--- src/rtl/rc_pkg.sv ---
// Shared types and helpers for the refill cache.
// Assumes: nothing beyond IEEE 1800-2017.
package rc_pkg;

    typedef enum logic [1:0] {
        FILL_IDLE  = 2'd0,
        FILL_RUN   = 2'd1,
        FILL_TAGWR = 2'd2
    } fill_state_e;

    // Round a bit width up to a whole number of bytes.
    function automatic int unsigned pad_to_byte(input int unsigned w);
        return ((w + 7) / 8) * 8;
    endfunction

endpackage

--- src/rtl/rc_tag_ram.sv ---
// Tag store: one padded entry per line, read on the clock edge, written
// byte lane by byte lane. Assumes ENTRY_W is a multiple of 8. Reset clears
// all entries so that no line looks present after reset.
module rc_tag_ram #(
    parameter int ENTRY_W = 16,
    parameter int IDX_W   = 3
) (
    input  logic                 clk,
    input  logic                 rst_n,
    input  logic                 rd_en,
    input  logic [IDX_W-1:0]     rd_idx,
    output logic [ENTRY_W-1:0]   rd_entry,
    input  logic                 wr_en,
    input  logic [IDX_W-1:0]     wr_idx,
    input  logic [ENTRY_W/8-1:0] wr_be,
    input  logic [ENTRY_W-1:0]   wr_entry
);
    localparam int DEPTH = 1 << IDX_W;
    localparam int BYTES = ENTRY_W / 8;

    for (genvar b = 0; b < BYTES; b++) begin : g_lane
        logic [7:0] lane [DEPTH];
        logic [7:0] q;

        // One byte lane: clear on reset, write when enabled, registered read.
        always_ff @(posedge clk) begin
            if (!rst_n) begin
                for (int i = 0; i < DEPTH; i++) lane[i] <= '0;
                q <= '0;
            end else begin
                if (wr_en && wr_be[b]) lane[wr_idx] <= wr_entry[8*b +: 8];
                if (rd_en) q <= lane[rd_idx];
            end
        end

        assign rd_entry[8*b +: 8] = q;
    end
endmodule

--- src/rtl/rc_data_ram.sv ---
// Line data store: one 64-bit word per doubleword of every line.
// Read is combinational from the held address; writes land on the edge.
// Assumes contents are only read once written by a fill.
module rc_data_ram #(
    parameter int AW = 6
) (
    input  logic          clk,
    input  logic [AW-1:0] rd_addr,
    output logic [63:0]   rd_data,
    input  logic          wr_en,
    input  logic [AW-1:0] wr_addr,
    input  logic [63:0]   wr_data
);
    localparam int DEPTH = 1 << AW;

    logic [63:0] mem [DEPTH];

    // Store arriving fill data.
    always_ff @(posedge clk) begin
        if (wr_en) mem[wr_addr] <= wr_data;
    end

    assign rd_data = mem[rd_addr];
endmodule

--- src/rtl/rc_refill_ctrl.sv ---
// Line fill sequencer. On start it records the line and the critical
// doubleword, issues one read per cycle without stall, critical first and
// wrapping, and sets a per-doubleword valid flag on each in-order ack.
// It invalidates the tag entry the cycle after start and writes it valid
// one cycle after the last ack. Assumes acks arrive only for issued reads.
module rc_refill_ctrl
    import rc_pkg::*;
#(
    parameter int ADDR_W = 16,
    parameter int IDX_W  = 3,
    parameter int DW_W   = 3
) (
    input  logic                       clk,
    input  logic                       rst_n,
    input  logic                       start,
    input  logic [IDX_W-1:0]           start_idx,
    input  logic [ADDR_W-IDX_W-DW_W-1:0] start_tag,
    input  logic [DW_W-1:0]            start_dw,
    output logic                       idle,
    output logic                       live,
    output logic [IDX_W-1:0]           line_idx,
    output logic [ADDR_W-IDX_W-DW_W-1:0] line_tag,
    output logic [(1<<DW_W)-1:0]       dw_valid,
    output logic                       mem_req,
    output logic [ADDR_W-1:0]          mem_addr,
    input  logic                       mem_stall,
    input  logic                       mem_ack,
    output logic                       fill_we,
    output logic [DW_W-1:0]            fill_dw,
    output logic                       tag_we,
    output logic                       tag_valid
);
    localparam int CNT_W = DW_W + 1;
    localparam logic [CNT_W-1:0] LAST = CNT_W'((1 << DW_W) - 1);

    fill_state_e      state;
    logic [CNT_W-1:0] sent;
    logic [CNT_W-1:0] got;
    logic [DW_W-1:0]  crit;
    logic [DW_W-1:0]  issue_dw;
    logic             inv_pend;

    assign idle     = (state == FILL_IDLE);
    assign issue_dw = crit + sent[DW_W-1:0];
    assign fill_dw  = crit + got[DW_W-1:0];
    assign mem_req  = (state == FILL_RUN) && !sent[DW_W];
    assign mem_addr = {line_tag, line_idx, issue_dw};
    assign fill_we  = (state == FILL_RUN) && mem_ack;
    assign tag_we   = inv_pend || (state == FILL_TAGWR);
    assign tag_valid = (state == FILL_TAGWR);

    // Sequence one line fill and track which doublewords are present.
    always_ff @(posedge clk) begin
        if (!rst_n) begin
            state    <= FILL_IDLE;
            sent     <= '0;
            got      <= '0;
            crit     <= '0;
            line_idx <= '0;
            line_tag <= '0;
            live     <= 1'b0;
            dw_valid <= '0;
            inv_pend <= 1'b0;
        end else begin
            inv_pend <= start && idle;
            case (state)
                FILL_IDLE: begin
                    if (start) begin
                        state    <= FILL_RUN;
                        line_idx <= start_idx;
                        line_tag <= start_tag;
                        crit     <= start_dw;
                        sent     <= '0;
                        got      <= '0;
                        dw_valid <= '0;
                        live     <= 1'b1;
                    end
                end
                FILL_RUN: begin
                    if (mem_req && !mem_stall) sent <= sent + CNT_W'(1);
                    if (mem_ack) begin
                        dw_valid[fill_dw] <= 1'b1;
                        got <= got + CNT_W'(1);
                        if (got == LAST) state <= FILL_TAGWR;
                    end
                end
                FILL_TAGWR: state <= FILL_IDLE;
                default:    state <= FILL_IDLE;
            endcase
        end
    end
endmodule

--- src/rtl/refill_cache.sv ---
// Load side of a direct-mapped cache with critical-word-first refill.
// A load is taken into a lookup stage; the tag store is read on the
// accepting edge and compared in the lookup cycle. The line under fill is
// judged by its per-doubleword flags; other lines by the tag store.
// Assumes the memory returns read data in request order.
module refill_cache
    import rc_pkg::*;
#(
    parameter int ADDR_W = 16,
    parameter int IDX_W  = 3,
    parameter int DW_W   = 3
) (
    input  logic              clk,
    input  logic              rst_n,
    input  logic              ld_valid,
    input  logic [ADDR_W-1:0] ld_addr,
    output logic              ld_ready,
    output logic              ld_done,
    output logic [63:0]       ld_data,
    output logic              mem_req,
    output logic [ADDR_W-1:0] mem_addr,
    input  logic              mem_stall,
    input  logic              mem_ack,
    input  logic [63:0]       mem_rdata
);
    localparam int TAG_W   = ADDR_W - IDX_W - DW_W;
    localparam int ENTRY_W = pad_to_byte(TAG_W + 1);
    localparam int LINE_DW = 1 << DW_W;

    logic              b_valid;
    logic [ADDR_W-1:0] b_addr;
    logic [DW_W-1:0]   b_dw;
    logic [IDX_W-1:0]  b_idx;
    logic [TAG_W-1:0]  b_tag;
    logic              accept;

    logic [ENTRY_W-1:0] tq_entry;
    logic               tq_valid;
    logic [TAG_W-1:0]   tq_tag;

    logic               rf_idle;
    logic               rf_live;
    logic [IDX_W-1:0]   rf_idx;
    logic [TAG_W-1:0]   rf_tag;
    logic [LINE_DW-1:0] dw_valid;
    logic               fill_we;
    logic [DW_W-1:0]    fill_dw;
    logic               tag_we;
    logic               tag_wvalid;
    logic [ENTRY_W-1:0] tag_wentry;

    logic b_on_line;
    logic b_same_idx;
    logic b_arr_hit;
    logic b_start;

    assign b_dw  = b_addr[DW_W-1:0];
    assign b_idx = b_addr[DW_W +: IDX_W];
    assign b_tag = b_addr[ADDR_W-1 -: TAG_W];

    assign tq_valid = tq_entry[TAG_W];
    assign tq_tag   = tq_entry[TAG_W-1:0];

    // Hit decision: the line under fill wins over the tag store.
    assign b_on_line  = rf_live && (b_idx == rf_idx) && (b_tag == rf_tag);
    assign b_same_idx = rf_live && (b_idx == rf_idx);
    assign b_arr_hit  = tq_valid && (tq_tag == b_tag) && !b_same_idx;
    assign ld_done    = b_valid && (b_on_line ? dw_valid[b_dw] : b_arr_hit);
    assign b_start    = b_valid && !b_on_line && !b_arr_hit && rf_idle;
    assign ld_ready   = !b_valid || ld_done;
    assign accept     = ld_valid && ld_ready;

    // Lookup stage: hold one load until it completes.
    always_ff @(posedge clk) begin
        if (!rst_n) begin
            b_valid <= 1'b0;
            b_addr  <= '0;
        end else if (ld_ready) begin
            b_valid <= ld_valid;
            if (ld_valid) b_addr <= ld_addr;
        end
    end

    // Assemble the padded tag entry written by the fill sequencer.
    always_comb begin
        tag_wentry = '0;
        tag_wentry[TAG_W:0] = {tag_wvalid, rf_tag};
    end

    rc_tag_ram #(
        .ENTRY_W (ENTRY_W),
        .IDX_W   (IDX_W)
    ) u_tags (
        .clk      (clk),
        .rst_n    (rst_n),
        .rd_en    (accept),
        .rd_idx   (ld_addr[DW_W +: IDX_W]),
        .rd_entry (tq_entry),
        .wr_en    (tag_we),
        .wr_idx   (rf_idx),
        .wr_be    ({(ENTRY_W/8){1'b1}}),
        .wr_entry (tag_wentry)
    );

    rc_data_ram #(
        .AW (IDX_W + DW_W)
    ) u_data (
        .clk     (clk),
        .rd_addr ({b_idx, b_dw}),
        .rd_data (ld_data),
        .wr_en   (fill_we),
        .wr_addr ({rf_idx, fill_dw}),
        .wr_data (mem_rdata)
    );

    rc_refill_ctrl #(
        .ADDR_W (ADDR_W),
        .IDX_W  (IDX_W),
        .DW_W   (DW_W)
    ) u_fill (
        .clk       (clk),
        .rst_n     (rst_n),
        .start     (b_start),
        .start_idx (b_idx),
        .start_tag (b_tag),
        .start_dw  (b_dw),
        .idle      (rf_idle),
        .live      (rf_live),
        .line_idx  (rf_idx),
        .line_tag  (rf_tag),
        .dw_valid  (dw_valid),
        .mem_req   (mem_req),
        .mem_addr  (mem_addr),
        .mem_stall (mem_stall),
        .mem_ack   (mem_ack),
        .fill_we   (fill_we),
        .fill_dw   (fill_dw),
        .tag_we    (tag_we),
        .tag_valid (tag_wvalid)
    );
endmodule

--- config.mk ---
export PLATFORM = sky130hd
export DESIGN_NAME = refill_cache
export DESIGN_NICKNAME = d
export VERILOG_FILES = /design/src/rtl/rc_pkg.sv /design/src/rtl/rc_tag_ram.sv /design/src/rtl/rc_data_ram.sv /design/src/rtl/rc_refill_ctrl.sv /design/src/rtl/refill_cache.sv
export SDC_FILE = /design/constraint.sdc
export NUM_CORES = 2
export LEC_CHECK = 0
export ABC_AREA = 1
export ABC_CLOCK_PERIOD_IN_PS = 5900
export BUFFER_PORTS_ARGS = -buffer_cell sky130_fd_sc_hd__buf_2
export CAP_MARGIN = 10
export CORE_ASPECT_RATIO = 1.4
export CORE_MARGIN = 2
export CORE_UTILIZATION = 30
export DETAILED_ROUTE_END_ITERATION = 10
export PLACE_DENSITY = 0.42
export SLEW_MARGIN = 5
export SYNTH_ARGS = -nofsm -noshare
export SYNTH_HDL_FRONTEND = slang
export SYNTH_MEMORY_MAX_BITS = 65536
export SYNTH_SLANG_ARGS = --single-unit
--- constraint.sdc ---
create_clock -name clk -period 5.9 [get_ports clk]
set_input_delay 0.59 -clock clk [delete_from_list [all_inputs] [get_ports clk]]
set_output_delay 0.59 -clock clk [all_outputs]
set_load 0.1 [all_outputs]
# == Word-level counts from Yosys, hierarchy flattened ==
# Memory sizes are Yosys's and may differ from the RTL's. A register that Yosys moved wholly into a read port is not among the register bits.
# Index checks and enable logic that the tools add are counted.
# totals
register_bits,53
memories,3
input_bits,85
ramBits,4184
out_inout_bits,83
elab_cells,96
# memory_table
name,words,width,rd,rd_ports_with_merged_regs,write_ports,line_no,source
u_data.mem,64,64,1,1,1,rc_data_ram.sv:16,logic [63:0] mem [DEPTH];
u_tags.g_lane[0].lane,8,8,1,1,8,rc_tag_ram.sv:22,logic [7:0] lane [DEPTH];
u_tags.g_lane[1].lane,8,3,1,1,8,rc_tag_ram.sv:22,
# classes
bitwise_logic,1
n_eq_ne,10
reduce_logical,33
muxes,31
add_sub_neg,4
magnitude_cmp,3
# ops
op,count
$mux W8,3
$eq A10 B10 Y1,2
$pmux W4 S2,2
$pmux W8 S2,1
$logic_and A1 B1 Y1,14
$mux W4,3
$mux W6,2
$mux W1,11
$mux W3,3
$reduce_and A3 Y1,3
$add A4 B1 Y4 const B,2
$logic_not A1 Y1,8
$lt A3 B4 Y1 const B,2
$or A8 B8 Y8,1
$reduce_or A8 Y1,1
$add A3 B3 Y3,2
$mux W2,3
$ne A2 B2 Y1 const B,3
$eq A4 B3 Y1 const B,1
$pmux W2 S2,1
$reduce_and A2 Y1,2
$bmux W1 S3,1
$demux W1 S3,1
$eq A3 B3 Y1,1
other kinds (8),9

# == Depth between registers and ports, before layout ==
# depth
ltp_word,10
mapped_depth,14
ltp_nobuf,13

# == Hierarchy ==
# A second synthesis with hierarchy kept.
# hier_totals
cells_unflattened,14542
hier_area_um2,173767.9
# modules_own_cells
module,seq_area_each_um2,instances,area_each_um2,cells_each
rc_data_ram,122998.0,1,164024.8,13341
rc_tag_ram,4164.0,1,6774.0,765
rc_refill_ctrl,720.7,1,1602.8,181
refill_cache,340.3,1,1366.3,255

# == Worst setup path before layout ==
# Ideal clock, no wire load.
# synth_timing
kind,reg-to-reg
start,reg u_fill.line_idx[2]
end,"mem u_data.mem[36][0], enable pin"
path_stages_with_launch,5
period_less_slack_ps,4934
path_buffers,0
t_arrival_ps,4448
path_slack_ps,966
required_ps,5414
setup_time_ps,486
path_cell_list,dfxtp_1 -> inv_1 -> nor3_1 -> nand2_1 -> nor2_1
# synth_lines
element,line_no,source
from (decl),rc_refill_ctrl.sv:21,"output logic [IDX_W-1:0] line_idx,"
from (signal assigned),rc_refill_ctrl.sv:70,line_idx <= start_idx;
to (decl),rc_data_ram.sv:16,
# No word-level cell before the write port.

==> results.md <==
* Status: complete, no violations
* Largest net degree at the start of global routing at 191
* Die height at 893 um
* Crit path time final at 5290 ps
* GRT Residual Overflow at 0
* Synth Flop Type: edfxtp_1
* TritonRoute pass-1 iters at 7
* Crit-path max cell delay at 840 ps
* First-pass GRT wire length at 883000 um
* Crit Reg-Reg Endpoint: u_data.mem[43][42]
* Starting Density at 30.1%
* DP HPWL at 307000 um
* CP max-delay cell: dfxtp_4
* Initial antenna violation count at 70
* Nets@finish at 13.6k
* Vias in the first global route at 109k
* Pwr per Cell Area at 347 nW/um2
* P_leak at 63.4 nW
* Share of cells above drive strength 1 at 8.27%
* Vias per cell at 5.32
* Relative slew slack at 16.6%
* Drt drc at 0
* CTS buffer count at 427
* Worst Path Required at 5310 ps
* Critical path, cell by cell: buf_12 -> buf_4 -> nor2_1 -> o22ai_1 -> nand2_1 -> nand3_1 -> nand3_1 -> nand2_1 -> nand2_1 -> nand2_1 -> buf_2
* Area grow syn2layout at 14.3%
* Worst R2R Start: u_fill.got[0]
* WHS at 144 ps
* Most frequent cell on the critical path: nand2_1
* Ports at 168
* Clock buffer depth at 4
* CTS resizes at 0
* Routed wire per std cell at 30.5 um
* Max-cap violations at 0
* CP Class: flop to output port
* GR Util All Layers at 22.0%
* Syn Area/Cell at 12.6 um2
* Mapped Cells at 13.5k
* Hold_sp: ld_addr[0]
* Reg2Reg Depth at 10
* Routability cong. at 0.752
* DRT Wirelength at 647000 um
* Reg2reg setup slack at 1760 ps
* Setup crit start kind: flop
* Die Area at 570000 um2
* Final setup fails at 0
* Rows at 326
* Clock skew at 65.0 ps
* Fin. max-slew vios at 0
* Worst path bufs/invs at 3
* Library cells used by synthesis at 33
* DIE WIDTH at 639 um
* Hold Crit Class: primary input to flop
* Cell Area, Synth at 169000 um2
* Final TNS setup at 0 ps
* Clock Pin Slew Worst Setup and Hold Paths at 60 ps
* TritonCTS clock tree: built
* Number of synthesized flops with an enable pin at 4184
* Initial DRC Count at 12.7k
* VDD IR-drop max at 0.000257 V
* Crit Path Max Fanout at 171
* Fin. Hold Viols at 0
* Tightest Pin Transition at 1250 ps
* Max Clk Rate at 189 MHz
* Clk sinks at 4254
* H-tree depth at 5
* Core area at 562000 um2
* DRT antenna net count at 0
* Post-Syn Nets at 13.6k
* Setup bufs post-CTS at 0
* Critical Path Sink: ld_data[45]
* Crit path DAT at 4700 ps
* RSZ-0062 raised after global routing: no
* Skew-Pair Late Insertion Delay at 1060 ps
* Sequential share of the synthesized area at 75.1%
* Routed via count at 113k
* Yosys Warn Count at 0
* Port Buf Inserts at 167
* Final Cycle Share at 89.7%
* Stages on the worst setup path at 11
* Synth async-reset ratio at 0%
* Crit. End Element: output port
* Clk root buf: clkbuf_16
* Synthesized flop and latch total at 4254
* Critical path's top delay family: buffers and inverters
-- metrics by stage --
step / instance area [um2] / setup slack (ps) / utilization, % / total power, W / cells
final: 193000 / 609 / 34.4 / 0.0670 / 21200
after global placement: 180000 / 1580 / 32.0 / 0.0409 / 20400
after floorplan: 169000 / 966 / - / 0.0380 / 13500
after CTS: 193000 / 485 / 34.4 / 0.0676 / 21200
after detailed placement: 180000 / 1600 / 32.0 / 0.0409 / 20400
after global routing: 193000 / 429 / 34.4 / 0.0691 / 21200
-- cells by family after synthesis --
logic type / after synthesis / synth area share (%)
buf+inv: 1181 / 3.34
xor+xnor: 5 / 0.0259
fa+ha+maj: 6 / 0.0532
compound gates: 2814 / 8.95
simple gates: 5206 / 12.6
flops: 4254 / 75.1
-- flip-flops by register name, indices dropped and copies added (netlist names), named ones only --
signal / flops
u_data.mem: 4096
u_fill.state: 2
b_valid: 1
b_addr: 16
u_tags.g_lane.q: 11
u_fill.live: 1
u_tags.g_lane.lane: 88
u_fill.line_tag: 10
u_fill.got: 4
u_fill.dw_valid: 8
u_fill.crit: 3
u_fill.inv_pend: 1
u_fill.sent: 4
u_fill.line_idx: 3
-- final cells by class --
cell class,instances,area (um2)
Tap cell,7380,9230
Timing Repair Buffer,510,5780
Sequential cell,4254,127000
Fill cell,55300,369000
Clock inverter,242,1990
Antenna cell,32,80.1
Clock buffer,541,11400
Multi-Input combinational cell,8031,37000
Inverter,243,963
-- layer usage --
metal | wire length (um) | GRT usage, %
met5 | 27 | 0
met4 | 20400 | 6.37
met3 | 36600 | 2.46
met2 | 314000 | 37.1
met1 | 276000 | 29.9
-- worst min-delay path by stage --
| stage | to | slack, ps | cells after the start |
|---|---|---|---|
| after global placement | u_fill.live | 450 | 2 |
| after CTS | flop | 50 | 5 |
| after global routing | flop | 120 | 5 |
| after floorplan | u_fill.live | 430 | 2 |
| after detailed placement | u_fill.live | 450 | 2 |
| final | flop | 140 | 5 |
-- cells in the final DEF, fill, tap and decap left out, drive strengths merged --
master,n
o21ai,1810
inv,242
nand4,4
edfxtp,4184
xor2,3
buf,496
diode,32
ha,4
clkbuf,541
bufinv,27
nor3,14
o22ai,832
nand2,1968
a21oi,168
nand3b,1
dfxtp,70
nor2,1892
or2,1
clkinv,203
a22oi,3
clkinvlp,13
or4,1
xnor2,2
fa,2
nand3,1325
a31o,1
dlygate4sd3,14
-- repair_timing --
| item | CTS | global route |
|---|---|---|
| hold buffers | 14 | 0 |
| hold endpoints to repair | 18 | 0 |
| endpoints found under the setup margin | 0 | 0 |
-- worst min-delay path, cell delays in order --
cell and delay [ps]:
buf_2 130, inv_1 60, nand3_1 70, nand2_1 60, nor2_1 140
-- power breakdown --
part | internal, W | switching (W) | total, W
clock | 0.0148 | 0.0121 | 0.0269
combinational | 0.00159 | 0.00521 | 0.00680
sequential | 0.0333 | 0.0000990 | 0.0334
-- cells in the mapped netlist (2+ instances only) --
master    number  area [um2]
o21ai_0     1803        9020
o22ai_1      832        5200
nand4_1        4        25.0
xnor2_1        2        17.5
inv_2          5        18.8
clkinv_1      12        45.0
nor2_2         2        12.5
nor2_1      1890        7090
buf_1         77         289
o21ai_1        7        35.0
a21oi_1      168         841
nand2_1     1968        7390
buf_2        268        1340
ha_1           4        50.1
nor3_1        14        70.1
dfxtp_1       70        1400
xor2_1         3        26.3
a22oi_1        3        22.5
edfxtp_1    4184      126000
clkbuf_1     451        1690
nand3_1     1324        6630
buf_6         83         935
fa_1           2        40.0
buf_4         56         420
buf_8          2        30.0
inv_1        225         845
Note: power is estimated with default switching activity, not from simulation.
